--- config.mk ---
export PLATFORM = sky130hd
export DESIGN_NAME = link_err_downgrade
export DESIGN_NICKNAME = d
export VERILOG_FILES = /design/src/rtl/ldm_pkg.sv /design/src/rtl/ldm_us_prescaler.sv /design/src/rtl/ldm_window_timer.sv /design/src/rtl/ldm_err_counter.sv /design/src/rtl/ldm_speed_latch.sv /design/src/rtl/link_err_downgrade.sv
export SDC_FILE = /design/constraint.sdc
export NUM_CORES = 1
export LEC_CHECK = 0
export BUFFER_PORTS_ARGS = -buffer_cell sky130_fd_sc_hd__buf_2
export CELL_PAD_IN_SITES_DETAIL_PLACEMENT = 1
export CELL_PAD_IN_SITES_GLOBAL_PLACEMENT = 1
export CORE_ASPECT_RATIO = 0.9
export CORE_MARGIN = 4
export CORE_UTILIZATION = 48
export CTS_BUF_LIST = sky130_fd_sc_hd__clkbuf_8
export CTS_CLUSTER_SIZE = 12
export DETAILED_ROUTE_END_ITERATION = 8
export GPL_TIMING_DRIVEN = 1
export PLACE_DENSITY_LB_ADDON = 0.1
export SYNTH_ARGS = -nofsm -noshare
export SYNTH_HDL_FRONTEND = slang
export SYNTH_SLANG_ARGS = --single-unit
--- constraint.sdc ---
create_clock -name clk_i -period 5.1 [get_ports clk_i]
set_input_delay 0.51 -clock clk_i [delete_from_list [all_inputs] [get_ports clk_i]]
set_output_delay 0.51 -clock clk_i [all_outputs]
set_load 0.1 [all_outputs]
--- src/rtl/ldm_pkg.sv ---
`timescale 1ns/1ps
package ldm_pkg;
  typedef enum logic {
    SRC_LCRC  = 1'b0,
    SRC_RECOV = 1'b1
  } err_src_e;

  typedef struct packed {
    logic downgrade;
    logic unreliable;
    logic bw_mgmt;
  } ldm_state_t;
endpackage

--- src/rtl/ldm_us_prescaler.sv ---
`timescale 1ns/1ps
module ldm_us_prescaler #(
  parameter int unsigned CYC_PER_US = 250
) (
  input  logic clk_i,
  input  logic rst_ni,
  input  logic run_i,
  output logic tick_o
);
  localparam int unsigned PW = (CYC_PER_US > 1) ? $clog2(CYC_PER_US) : 1;
  localparam logic [PW-1:0] LAST = PW'(CYC_PER_US - 1);

  logic [PW-1:0] cnt_q;

  generate
    if (CYC_PER_US <= 1) begin : g_direct
      assign tick_o = run_i;
      always_ff @(posedge clk_i or negedge rst_ni) begin
        if (!rst_ni) cnt_q <= '0;
        else         cnt_q <= '0;
      end
    end else begin : g_count
      assign tick_o = run_i && (cnt_q == LAST);
      always_ff @(posedge clk_i or negedge rst_ni) begin
        if (!rst_ni)            cnt_q <= '0;
        else if (!run_i)        cnt_q <= '0;
        else if (cnt_q == LAST) cnt_q <= '0;
        else                    cnt_q <= cnt_q + 1'b1;
      end
    end
  endgenerate
endmodule

--- src/rtl/ldm_window_timer.sv ---
`timescale 1ns/1ps
module ldm_window_timer #(
  parameter int unsigned PER_W = 16
) (
  input  logic             clk_i,
  input  logic             rst_ni,
  input  logic             run_i,
  input  logic             tick_i,
  input  logic [PER_W-1:0] period_us_i,
  output logic             win_end_o
);
  logic [PER_W-1:0] us_q;
  logic             last_us;

  // a period of 0 behaves as 1 us; >= covers a period lowered mid-window
  always_comb begin
    if (period_us_i <= PER_W'(1)) last_us = 1'b1;
    else                          last_us = (us_q >= period_us_i - 1'b1);
  end

  assign win_end_o = run_i && tick_i && last_us;

  always_ff @(posedge clk_i or negedge rst_ni) begin
    if (!rst_ni)        us_q <= '0;
    else if (!run_i)    us_q <= '0;
    else if (win_end_o) us_q <= '0;
    else if (tick_i)    us_q <= us_q + 1'b1;
  end
endmodule

--- src/rtl/ldm_err_counter.sv ---
`timescale 1ns/1ps
module ldm_err_counter
  import ldm_pkg::*;
#(
  parameter int unsigned CNT_W = 8
) (
  input  logic             clk_i,
  input  logic             rst_ni,
  input  logic             run_i,
  input  logic             win_end_i,
  input  err_src_e         src_i,
  input  logic             lcrc_err_i,
  input  logic             recov_local_i,
  input  logic [CNT_W-1:0] threshold_i,
  output logic [CNT_W-1:0] cnt_o,
  output logic             hit_o
);
  logic [CNT_W-1:0] cnt_q;
  logic [CNT_W-1:0] cnt_nxt;
  logic             ev;

  always_comb begin
    unique case (src_i)
      SRC_LCRC:  ev = lcrc_err_i;
      SRC_RECOV: ev = recov_local_i;
      default:   ev = 1'b0;
    endcase
  end

  // saturating add
  assign cnt_nxt = (ev && (cnt_q != '1)) ? cnt_q + 1'b1 : cnt_q;
  assign hit_o   = run_i && (threshold_i != '0) && (cnt_nxt >= threshold_i);
  assign cnt_o   = cnt_q;

  always_ff @(posedge clk_i or negedge rst_ni) begin
    if (!rst_ni)        cnt_q <= '0;
    else if (!run_i)    cnt_q <= '0;
    else if (win_end_i) cnt_q <= '0;
    else                cnt_q <= cnt_nxt;
  end
endmodule

--- src/rtl/ldm_speed_latch.sv ---
`timescale 1ns/1ps
module ldm_speed_latch
  import ldm_pkg::*;
(
  input  logic       clk_i,
  input  logic       rst_ni,
  input  logic       hit_i,
  input  logic       full_retrain_i,
  input  logic       sw_retrain_i,
  input  logic       target_hi_rate_i,
  input  logic       dl_down_i,
  input  logic       sts_clear_i,
  output ldm_state_t state_o
);
  ldm_state_t st_q, st_d;
  logic       release_req;

  assign release_req = full_retrain_i || (sw_retrain_i && target_hi_rate_i);

  always_comb begin
    st_d = st_q;
    if (st_q.downgrade) begin
      if (release_req) st_d.downgrade = 1'b0;
    end else if (hit_i) begin
      st_d.downgrade = 1'b1;
    end
    // hardware set takes priority over software clear
    if (hit_i)            st_d.unreliable = 1'b1;
    else if (sts_clear_i) st_d.unreliable = 1'b0;
    if (hit_i && !dl_down_i) st_d.bw_mgmt = 1'b1;
    else if (sts_clear_i)    st_d.bw_mgmt = 1'b0;
  end

  always_ff @(posedge clk_i or negedge rst_ni) begin
    if (!rst_ni) st_q <= '0;
    else         st_q <= st_d;
  end

  assign state_o = st_q;
endmodule

--- src/rtl/link_err_downgrade.sv ---
`timescale 1ns/1ps
module link_err_downgrade
  import ldm_pkg::*;
#(
  parameter int unsigned CYC_PER_US = 250,
  parameter int unsigned CNT_W      = 8,
  parameter int unsigned PER_W      = 16
) (
  input  logic             clk_i,
  input  logic             rst_ni,
  input  logic             enable_i,
  input  logic             err_sel_i,
  input  logic [CNT_W-1:0] threshold_i,
  input  logic [PER_W-1:0] period_us_i,
  input  logic             lcrc_err_i,
  input  logic             recov_local_i,
  input  logic             sts_clear_i,
  input  logic             full_retrain_i,
  input  logic             sw_retrain_i,
  input  logic             target_hi_rate_i,
  input  logic             dl_down_i,
  output logic             downgrade_o,
  output logic             adv_hi_mask_o,
  output logic             unreliable_sts_o,
  output logic             bw_mgmt_sts_o
);
  ldm_state_t       st;
  logic             run;
  logic             tick;
  logic             win_end;
  logic             hit;
  logic [CNT_W-1:0] err_cnt;
  err_src_e         src;

  assign src = err_src_e'(err_sel_i);
  // counting is suspended while a downgrade is held
  assign run = enable_i && !st.downgrade;

  ldm_us_prescaler #(.CYC_PER_US(CYC_PER_US)) u_pre (
    .clk_i  (clk_i),
    .rst_ni (rst_ni),
    .run_i  (run),
    .tick_o (tick)
  );

  ldm_window_timer #(.PER_W(PER_W)) u_win (
    .clk_i       (clk_i),
    .rst_ni      (rst_ni),
    .run_i       (run),
    .tick_i      (tick),
    .period_us_i (period_us_i),
    .win_end_o   (win_end)
  );

  ldm_err_counter #(.CNT_W(CNT_W)) u_cnt (
    .clk_i         (clk_i),
    .rst_ni        (rst_ni),
    .run_i         (run),
    .win_end_i     (win_end),
    .src_i         (src),
    .lcrc_err_i    (lcrc_err_i),
    .recov_local_i (recov_local_i),
    .threshold_i   (threshold_i),
    .cnt_o         (err_cnt),
    .hit_o         (hit)
  );

  ldm_speed_latch u_latch (
    .clk_i            (clk_i),
    .rst_ni           (rst_ni),
    .hit_i            (hit),
    .full_retrain_i   (full_retrain_i),
    .sw_retrain_i     (sw_retrain_i),
    .target_hi_rate_i (target_hi_rate_i),
    .dl_down_i        (dl_down_i),
    .sts_clear_i      (sts_clear_i),
    .state_o          (st)
  );

  assign downgrade_o      = st.downgrade;
  assign adv_hi_mask_o    = st.downgrade;
  assign unreliable_sts_o = st.unreliable;
  assign bw_mgmt_sts_o    = st.bw_mgmt;
endmodule

== Yosys cells after proc, flatten, opt, wreduce, memory -nomap -nowiden ==
Index checks and enable logic that the tools add are counted.

* $add $sub $neg: 4
* Order comparisons: 3
* Eq/ne operators: 3
* Multiplexer cells: 16
* Bitwise gates (word level): 1
* Reduce and logical (&&, ||, !) cells: 15

{| class="wikitable"
|+ Operators with widths
! operator !! number
|-
| $mux W16 || 3
|-
| $mux W8 || 5
|-
| $add A16 B1 Y16 const B || 1
|-
| $add A8 B1 Y8 const B || 2
|-
| $ge A16 B16 Y1 || 1
|-
| $le A16 B1 Y1 const B || 1
|-
| $sub A16 B1 Y16 const B || 1
|-
| $logic_and A1 B1 Y1 || 9
|-
| $eq A8 B8 Y1 const B || 1
|-
| $ge A8 B8 Y1 || 1
|-
| $ne A8 B8 Y1 const B || 1
|-
| $reduce_bool A8 Y1 || 1
|-
| $mux W1 || 7
|-
| $reduce_bool A2 Y1 || 2
|-
| $ne A3 B3 Y1 const B || 1
|-
| $logic_not A1 Y1 || 2
|-
| $pmux W1 S2 || 1
|-
| $logic_or A1 B1 Y1 || 1
|-
| $not A1 Y1 || 1
|}

* Bits in registers: 35
* Bits of input ports: 35
* Output and inout port bits: 4
* Logic and storage cells: 48

== Logic depth before layout (Yosys ltp) ==
Gate-level depths: netlist (run 1).

* Word-level depth: 8
* Depth in mapped cells: 15
* Gate-level depth less buffers: 13

== Modules after synthesis ==
Synthesis (run 1) repeated with hierarchy kept, for this count alone.

* Cell total of the unflattened synthesis: 329
* Area total of the unflattened synthesis: 2932.8 um2

{| class="wikitable"
|+ By module, submodules not included
! module !! instances !! cells each !! area an instance (um2) !! sequential area each (um2)
|-
| ldm_window_timer || 1 || 194 || 1647.8 || 400.4
|-
| ldm_err_counter || 1 || 81 || 739.5 || 200.2
|-
| ldm_us_prescaler || 1 || 43 || 405.4 || 200.2
|-
| ldm_speed_latch || 1 || 9 || 118.9 || 75.1
|-
| link_err_downgrade || 1 || 2 || 21.3 || 0.0
|}

== Worst setup path after synthesis (run 1) ==
OpenSTA, ideal clock, no wires.

* Path type: input port to flip-flop
* Start point: input period_us_i[9]
* End point: register u_win.us_q[0]
* Setup time: 0.125 ns
* Data arrival time: 3.450 ns
* Data required time: 4.975 ns
* Setup slack: 1.525 ns
* Stages: 13
* Path buffers: 2
* Cells stage by stage: nor4_2 -> nand3_1 -> or3_1 -> nor3_1 -> xnor2_1 -> ha_1 -> nand4_1 -> or3_1 -> a2111oi_2 -> and4bb_1 -> buf_6 -> buf_6 -> mux2_4

* Word-level cells in the longest chain between the ends: 6
* Elaborated cells on any way between the ends: 8
* Those cells by class: add/sub: 1; order compare: 2; eq/ne: 1; mux: 3; reduce/logical: 1

{| class="wikitable"
|+ RTL lines
! element !! line !! RTL
|-
| from (decl) || link_err_downgrade.sv:14 || <nowiki>input logic [PER_W-1:0] period_us_i,</nowiki>
|-
| $sub A16 B1 Y16 || ldm_window_timer.sv:18 || <nowiki>else last_us = (us_q >= period_us_i - 1'b1);</nowiki>
|-
| $ge A16 B16 Y1 || ldm_window_timer.sv:18 ||
|-
| $mux W1 (*) || ldm_window_timer.sv:17 || <nowiki>if (period_us_i <= PER_W'(1)) last_us = 1'b1;</nowiki>
|-
| $logic_and A1 B1 Y1 (*) || ldm_window_timer.sv:21 || <nowiki>assign win_end_o = run_i && tick_i && last_us;</nowiki>
|-
| $mux W16 || ldm_window_timer.sv:26 || <nowiki>else if (win_end_o) us_q <= '0;</nowiki>
|-
| $mux W16 || ldm_window_timer.sv:25 || <nowiki>else if (!run_i) us_q <= '0;</nowiki>
|-
| to (signal assigned) || ldm_window_timer.sv:27 || <nowiki>else if (tick_i) us_q <= us_q + 1'b1;</nowiki>
|-
| to (decl) || ldm_window_timer.sv:12 || <nowiki>logic [PER_W-1:0] us_q;</nowiki>
|}

Mark *: on every way between the ends. The rest lies on a longest branch, timed or not.
A chain may end at the register's enable or synchronous reset.

== Worst setup path after layout (run 1) ==
* Start point: input period_us_i[9]
* End point: register u_win.us_q[15]

The elaborated chain is that of the path after synthesis.

==> summary.md, run 1 <==
| Metric | Value |
|---|---|
| Outcome | finished clean |
| Leak | 0.001457 uW |
| Leading post-synthesis cells by cell area | dfrtp_1 33%, ha_1 14%, xnor2_1 5.3%, nand2_1 4.6%, xor2_1 4.0% |
| Busiest grt layer | met2 |
| Worst Setup Start Kind | primary input |
| Fin util | 0.5546 |
| Cell internal pwr | 437.2 uW |
| Synth Instances | 295 |
| Synth warnings | 0 |
| Switching Share | 0.2920 |
| F_max | 0.2544 GHz |
| Vias/cell | 5.623 |
| Die Footprint | 0.006712 mm2 |
| Cell with the most instances after synthesis | dfrtp_1 |
| ANT nets after route | 0 |
| Logic pwr share | 0.208 |
| Fraction of registers with async set/reset | 1.000 |
| H-tree depth | 2 |
| Max Clock Skew | 3.927 ps |
| Hold Path Class | in2async |
| Max-slew violation count | 0 |
| Reg-to-Reg End | u_latch.state_o[1] |
| R2R Path Start | u_cnt.cnt_o[0] |
| Mapped Area | 0.002623 mm2 |
| Met2 global-route usage | 0.3451 |
| Starting density of the core | 0.4961 |
| Met1 usage | 0.2843 |
| Hold-fix buffers, CTS | 0 |
| Share of the synthesized area in the top cell type | 0.3340 |
| Wirelength, routed | 6.365 mm |
| DR vias | ~2300 |
| Critical Path Max Stage Delay | 540 ps |
| FF/Latch Area | 875.8 um2 |
| CP delay by family, top | simple AND/OR/NAND/NOR gates |
| Core box area | 0.005286 mm2 |
| Largest net degree at the start of global routing | 36 |
| Initial antenna violation count | 0 |
| VDD IR max | 128.2 uV |
| Worst slew pin tran | approximately 940 ps |
| Clock power frac | 0.302 |
| # resized after CTS | 0 |
| Grt ovf | 0 |
| Worst-path cell chain | buf_2 -> nor4_2 -> nand3_1 -> or3_1 -> nor3_1 -> xnor2_1 -> ha_1 -> nand4_1 -> or3_1 -> a2111oi_2 -> and4bb_1 -> a41oi_1 -> a31oi_1 |
| Final setup fails | 0 |
| Ant. Diodes | 0 |
| Net Count, Synth | 360 |
| Clock Latency Late Sink | 280 ps |
| Area Growth Syn to Fin | 11.78% |
| Synth cell count leaders | 35 x dfrtp_1, 32 x nand2_1, 30 x ha_1, 27 x nor2_1, 16 x xnor2_1 |
| Dpl hpwl | 5.047 mm |
| Num rows | 25 |
| Reg clk slew, reported paths | ~60 ps |
| DRC | 0 |
| Endpoints failing hold | 0 |
| Sequential power share | 0.490 |
| Footprint of the multi-input gates | around 0.0016 mm2 |
| Maximum fanout along the worst path | 28 |
| Sequential share of the synthesized area | 0.3340 |
| Clk sinks | 35 |
| Critical path class | in2reg |
| WL/cell | 15.87 um |
| CP Buf/Inv Count | 1 |
| Top cell by count, worst path | or3_1 |
| Inst Count DP | 393 |
| CP arrival | 4080 ps |
| Drt initial violations | 74 |
| Fin crit share | 0.7707 |
| Max-slew headroom | 0.3725 |
| GPL Wtd Cong | 0.7639 |
| CTS Buf Count | 5 |
| Fin crit period | 3930 ps |
| Post-synth EDFFs | 0 |
| Worst Reg-to-Reg Cells | 13 |
| Share of post-route cells with drive strength above 1 | 0.1497 |
| # Max-Cap Violations | 0 |
| Syn avg cell area | 8.890 um2 |
| Layout filler cell count | 661 |
| Net count, final | roughly 400 |
| Met3 Use GR | 0.04092 |
| Cell taking the most area after synthesis | dfrtp_1 |
| Total power | 617.5 uW |
| Chip Width | 85.92 um |
| Sw Pwr | 180.3 uW |
| CTS root buffer | clkbuf_8 |
| Synth Register Bits | 35 |
| Req. time, crit path | 5250 ps |
| Vias in the first global route | 2395 |
| First-pass GRT wire length | about 11 mm |
| DRT Pass-1 Iters | 4 |
| CP endpoint kind | flop |
| RSZ-0062 raised after global routing | no |
| Prevailing post-synth register cell | dfrtp_1 |
| R2R setup slack | 1810 ps |
| Clk buf depth | 2 |
| Total global-route track usage | 0.2110 |
| IO Count | 39 |
| PD cells | 210.6 mW/mm2 |
| Port-buffer cells | 38 |
| Post-CTS Setup Inserts | 0 |
| Die height | 78.13 um |
| Setup TNS | 0 ps |
| CP max stage cell | and4bb_1 |
| Synth cell types | 43 |
| CTS tree | done |
| Final std cells w/o fill | roughly 400 |
==> power by group through the flow <==
| stage | Clock (uW) | Sequential, uW | Combinational [uW] |
|---|---|---|---|
| floorplan | 0 | 309 | 78.3 |
| global placement | 0 | 307 | 124 |
| detailed placement | 0 | 308 | 129 |
| CTS | 198 | 302 | 131 |
| global route | 212 | 304 | 150 |
| finish | 186 | 302 | 129 |
==> cell type report <==
cell class	instances	area share
multi-input combinational	239	0.5621
inverter	14	0.01793
tap	67	0.02860
timing repair buffer	38	0.06487
clock buffer	5	0.02347
sequential	35	0.2988
clock inverter	3	0.004268
==> metrics by stage <==
| step | setup slack (ps) | hold WS, ps | cell area [um2] |
|---|---|---|---|
| floorplan | 1525 | 214.4 | 2623 |
| global placement | 1040 | 478.5 | 2850 |
| detailed placement | 856.2 | 483.6 | 2850 |
| CTS | 1172 | 334.3 | 2932 |
| global route | 895.0 | 363.3 | 2932 |
| finish | 1170 | 304.9 | 2932 |
==> cell usage in the layout, fill, tap and decap left out, types with 2 or more instances in the layout <==
cell type,Yosys,layout
a31oi_1,14,14
a21o_1,5,5
and2_1,9,9
xnor2_1,16,16
nand3_1,11,11
o21ai_0,5,5
buf_2,1,38
inv_1,14,16
nor2_1,27,27
nor3_1,7,7
ha_1,30,30
nand4_1,7,7
a22o_1,2,2
o311ai_0,2,2
nor4_1,3,3
and3_1,10,10
or3_1,2,2
nand2b_1,11,11
dfrtp_1,35,35
nand2_1,32,32
o21a_1,2,2
a21oi_1,14,14
clkbuf_8,0,5
nand3b_1,2,2
xor2_1,12,12
==> metal layers <==
| metal | vias to the layer above | part of all wire |
|---|---|---|
| met5 | - | 0 |
| met3 | 5 | 0.041 |
| met4 | 0 | 0.0079 |
| li1 | 1126 | - |
| met1 | 1096 | 0.49 |
| met2 | 28 | 0.46 |
==> flip-flops by register name, summed over array words and instances, names as in the netlist <==
register,flops
u_cnt.cnt_o,8
u_latch.state_o,3
u_pre.cnt_q,8
u_win.us_q,16
==> kinds of logic after synthesis <==
logic type	synth area share
AND/OR/NAND/NOR	0.2481
multiplexers	0.009540
flip-flops	0.3340
AO/OA/AOI/OAI	0.1341
XOR/XNOR	0.09351
adder cells (fa/ha/maj)	0.1431
buffers and inverters	0.03769
==> worst max-delay path by stage <==
stage               slack (ps)           start  cells after the start              to
floorplan                 1530  period_us_i[9]                     13   u_win.us_q[0]
global placement          1040  period_us_i[5]                     13  u_win.us_q[15]
detailed placement         860  period_us_i[9]                     13  u_win.us_q[15]
CTS                       1170  period_us_i[9]                     13  u_win.us_q[15]
global route               890  period_us_i[9]                     13  u_win.us_q[15]
finish                    1170  period_us_i[9]                     13  u_win.us_q[15]
No activity file was read; power rests on OpenSTA's default activity.
==> inputs of run 2 (changes only) <==
- CORE_UTILIZATION: 48 -> 41
- clock period: 5.1 -> 3.2 ns (I/O delays scaled with it)
==> summary.md, run 2 (synthesized netlist as in run 1, its figures left out) <==
| Metric | Value |
|---|---|
| Outcome | finished clean |
| Num rows | 27 |
| Fin crit share | 0.9262 |
| CTS root buffer | clkbuf_8 |
| Share of post-route cells with drive strength above 1 | 0.2318 |
| Max-slew headroom | 0.4718 |
| Largest net degree at the start of global routing | 36 |
| Drt initial violations | 59 |
| Chip Width | around 92 um |
| Top reg by flops | u_win.us_q |
| Worst slew pin tran | about 790 ps |
| Area post-placement | 0.003072 mm2 |
| Vias in the first global route | around 2500 |
| WL/cell | 15.58 um |
| Die height | roughly 84 um |
| Net count, final | 422 |
| Critical path class | in2reg |
| Starting density of the core | 0.4265 |
| VDD IR max | 204.6 uV |
| Setup TNS | 0 ps |
| Max-slew violation count | 0 |
| Area Growth Syn to Fin | 23.52% |
| Ant. Diodes | 0 |
| CP Buf/Inv Count | 3 |
| Clock Latency Late Sink | 290 ps |
| Dpl hpwl | 5.410 mm |
| Clk sinks | 35 |
| CP arrival | roughly 3200 ps |
| Die Footprint | 0.007742 mm2 |
| CP max stage cell | or3_4 |
| Worst Setup Start Kind | primary input |
| Core box area | 0.006148 mm2 |
| Total global-route track usage | 0.1844 |
| Worst-path cell chain | buf_2 -> nor4_4 -> nand3_2 -> or3_4 -> nor3_2 -> xnor2_1 -> ha_1 -> nand4_1 -> buf_4 -> nor3_1 -> nor4_1 -> and4bb_1 -> buf_12 -> a41oi_2 -> a31oi_1 |
| Hold-fix buffers, CTS | 0 |
| Vias/cell | 5.247 |
| First-pass GRT wire length | 11.72 mm |
| Hold Path Class | in2async |
| CTS Buf Count | 5 |
| Design Area, Final | 0.003239 mm2 |
| IO Count | 39 |
| Leak | 0.001591 uW |
| CP delay by family, top | simple AND/OR/NAND/NOR gates |
| DR vias | 2335 |
| Endpoints failing hold | 0 |
| Req. time, crit path | ~3400 ps |
| CP endpoint kind | flop |
| R2R Path Start | u_cnt.cnt_o[0] |
| CTS tree | done |
| Wirelength, routed | between 6 and 7 mm |
| Layout filler cell count | 744 |
| ANT nets after route | 0 |
| Most frequent cells in the layout | 38 x buf_2, 35 x dfrtp_1, 32 x nand2_1 |
| Critical Path Max Stage Delay | 350 ps |
| Crit path from | period_us_i[9] |
| DRC | 0 |
| Max reg flops | 16 |
| F_max | 0.3374 GHz |
| Clk buf depth | 2 |
| DRT Pass-1 Iters | 4 |
| H-tree depth | 2 |
| Port-buffer cells | 38 |
| GPL Wtd Cong | 0.7459 |
| Grt ovf | 0 |
| Final setup fails | 0 |
| Maximum fanout along the worst path | 28 |
| Fin crit period | about 3000 ps |
| Initial antenna violation count | 0 |
| PD cells | ~350 mW/mm2 |
| Max Clock Skew | 5.032 ps |
| Reg clk slew, reported paths | ~80 ps |
| Commonest non-fill, non-tap cell in the layout | buf_2 |
| # Max-Cap Violations | 0 |
==> run 2: cell count changes in the layout (fill, tap and decap cells not counted), moves of 2 or more <==
cell	change
inv_1	-2
or3_4	+2
buf_4	+23
or3_1	-2
==> run 2: what timing repair did <==
action	in CTS	in global routing
buffers inserted	0	2
resized for setup	0	7
setup endpoints to repair	0	25
hold endpoints to repair	0	0
==> run 2: final timing paths <==
| kind | to | slack (ps) | cells past startpoint |
|---|---|---|---|
| setup reg to reg | u_latch.state_o[0] | 330 | 13 |
| hold / removal | u_latch.state_o[0] | 110 | 1 |
| min in group clk_i | u_latch.state_o[0] | 200 | 2 |
| hold reg to reg | u_pre.cnt_q[0] | 510 | 1 |
| max in group asynchronous | u_win.us_q[12] | 2590 | 1 |
| setup / recovery | u_win.us_q[15] | 240 | 15 |
==> run 2: report_power, final <==
part / leakage (uW) / total (uW) / switching, uW / internal, uW
sequential: 0.000484 / 482 / 21.0 / 461
clock: 0.0000581 / 406 / 174 / 232
combinational: 0.00105 / 231 / 126 / 105
total: 0.00159 / 1120 / 321 / 798
==> run 2: through the flow <==
stage / std cells / util / power [uW] / setup slack, ps / hold slack [ps]
finish: 445 / 0.5269 / 1119 / 236.1 / 105.4
global route: 445 / 0.5269 / 1188 / -13.82 / 170.4
CTS: 443 / 0.5179 / 1131 / 41.70 / 135.1
detailed placement: 435 / 0.4996 / 718.8 / -259.7 / 456.2
global placement: 435 / 0.4996 / 709.6 / -171.9 / 448.4
floorplan: 295 / - / 617.5 / -65.50 / 24.41
==> run 2: area by class of cell <==
cell class | count | area (um2) | share of cell area
clock buffers | 5 | 68.82 | 0.02124
clock inverters | 3 | 43.79 | 0.01352
inverters | 14 | 52.55 | 0.01622
multi-input cells | 239 | 1707 | 0.5268
flip-flops and latches | 35 | 875.8 | 0.2704
well taps | 87 | 108.9 | 0.03360
repair buffers | 62 | 382.9 | 0.1182
==> run 2: routing by layer <==
metal	global-route usage	part of all wire	up-vias
met3	0.02525	0.023	7
li1	-	-	1171
met5	0	0	-
met2	0.2971	0.46	29
met4	0.04858	0.0098	0
met1	0.2584	0.51	1128
==> inputs of run 3 (changes only) <==
- CORE_UTILIZATION: 41 -> 45
- clock period: 3.2 -> 3.1 ns (I/O delays scaled with it)
==> summary.md, run 3 (synthesized netlist as in run 1, its figures left out) <==
| Metric | Value |
|---|---|
| Fin crit period | 3103 ps |
| Net count, final | 434 |
| H-tree depth | 2 |
| Core box area | 0.005660 mm2 |
| Largest net degree at the start of global routing | 36 |
| Commonest non-fill, non-tap cell in the layout | dfrtp_1 |
| Share of post-route cells with drive strength above 1 | 0.2865 |
| DRT Pass-1 Iters | 4 |
| Top reg by flops | u_win.us_q |
| Grt ovf | 0 |
| CTS root buffer | clkbuf_8 |
| Total global-route track usage | 0.2182 |
| Max reg flops | 16 |
| Clock Latency Late Sink | 290 ps |
| Worst Setup Start Kind | primary input |
| Drt initial violations | 83 |
| Area Growth Syn to Fin | 31.63% |
| Endpoints failing hold | 0 |
| RSZ-0062 raised after global routing | yes |
| Wirelength, routed | 7.761 mm |
| CP arrival | 3280 ps |
| Critical Path Max Stage Delay | 410 ps |
| Design Area, Final | 0.003452 mm2 |
| F_max | roughly 0.32 GHz |
| Most frequent cells in the layout | 35 x dfrtp_1, 34 x buf_2, 32 x nand2_1, 32 x buf_4, 30 x ha_1 |
| Outcome | finished with violations |
| Leak | 0.001683 uW |
| Vias/cell | 5.607 |
| Die Footprint | 0.007115 mm2 |
| WL/cell | 17.64 um |
| CP max stage cell | or3_4 |
| R2R setup slack | 240 ps |
| Fin crit share | 1.001 |
| Worst Reg-to-Reg Cells | 13 |
| Die height | 80.42 um |
| First-pass GRT wire length | 12.03 mm |
| DRC | 0 |
| CTS tree | done |
| Clk buf depth | 2 |
| Final setup fails | 1 |
| Initial antenna violation count | 0 |
| Area post-placement | 0.003088 mm2 |
| Max-slew headroom | 0.4833 |
| Max-slew violation count | 0 |
| Worst slew pin tran | 775.1 ps |
| VDD IR max | 402.3 uV |
| PD cells | roughly 340 mW/mm2 |
| Setup TNS | -3.298 ps |
| Reg-to-Reg End | u_latch.state_o[1] |
| Worst setup margin | -3.298 ps |
| Clk sinks | 35 |
| CTS Buf Count | 5 |
| IO Count | 39 |
| Port-buffer cells | 38 |
| Req. time, crit path | roughly 3300 ps |
| Failing checks | setup timing |
| Reg clk slew, reported paths | 70 ps |
| Ant. Diodes | 0 |
| Hold Path Class | in2async |
| Worst-path cell chain | buf_6 -> nor4_4 -> nand3_1 -> or3_4 -> nor3_4 -> xnor2_2 -> ha_1 -> nand4_1 -> or3_4 -> a2111oi_4 -> and4bb_4 -> clkbuf_16 -> mux2_4 |
| Maximum fanout along the worst path | 7 |
| GPL Wtd Cong | approximately 0.78 |
| R2R Path Start | u_cnt.cnt_o[0] |
| # Max-Cap Violations | 0 |
| DR vias | about 2500 |
| Top cell by count, worst path | or3_4 |
| Dpl hpwl | approximately 5.6 mm |
| Vias in the first global route | 2605 |
| ANT nets after route | 0 |
| Num rows | 26 |
| Critical path class | in2reg |
| Chip Width | 88.47 um |
| CP endpoint kind | flop |
| Starting density of the core | 0.4633 |
| Max Clock Skew | 4.688 ps |
-- run 3: worst max-delay path: cells and delay by family --
kind / cells / cell delay, ps
AO/OA/AOI/OAI: 1 / 220
XOR/XNOR: 1 / 90
adder cells (fa/ha/maj): 1 / 300
buffers and inverters: 2 / 270
multiplexers: 1 / 260
AND/OR/NAND/NOR: 7 / 1820
-- run 3: metal layers --
metal,GRT usage,share of wire,vias to the layer above
met5,0,0,-
met4,0.04532,0.012,0
met3,0.03692,0.034,15
met2,0.3789,0.50,44
met1,0.2836,0.45,1211
li1,-,-,1197
-- run 3: worst max path at each step --
stage,start,end,slack [ps],depth (start not counted)
5_1_grt,period_us_i[9],u_win.us_q[0],-130,13
2_1_floorplan,period_us_i[2],u_win.us_q[0],-160,13
6_report,period_us_i[2],u_win.us_q[0],-3,13
3_3_place_gp,period_us_i[2],u_win.us_q[15],-250,14
4_1_cts,period_us_i[2],u_win.us_q[15],7,14
3_5_place_dp,period_us_i[9],u_win.us_q[15],-410,14
-- run 3: report_power, final --
part,internal [uW],switching (uW)
Combinational,119,134
Sequential,476,20.9
Clock,239,174
Total,834,329
-- run 3: metrics by stage --
stage / setup WS, ps / util / std cells / power, uW / hold slack (ps)
after detailed placement: -410.8 / 0.5455 / 423 / 747.6 / 451.2
final: -3.298 / 0.6099 / 440 / 1163 / 94.62
after floorplan: -155.5 / - / 295 / 637.5 / 14.41
after CTS: 6.836 / 0.5725 / 434 / 1168 / 127.2
after global routing: -133.0 / 0.6099 / 440 / 1233 / 162.7
after global placement: -248.9 / 0.5455 / 423 / 734.5 / 447.5
-- run 3: area by class of cell --
class                   instances  area [um2]
multi-input cells             239        1783
flip-flops and latches         35       875.8
inverters                      14       52.55
clock inverters                 3       43.79
clock buffers                   5       68.82
repair buffers                 74       540.5
well taps                      70       87.58
fillers                       663        2208
-- run 3: timing repair --
item / 4_1_cts / 5_1_grt
cloned: 0 / 3
setup endpoints to repair: 11 / 26
gates resized for setup: 2 / 28
pin swaps: 4 / 16
setup buffers: 3 / 4
hold buffers: 0 / 0
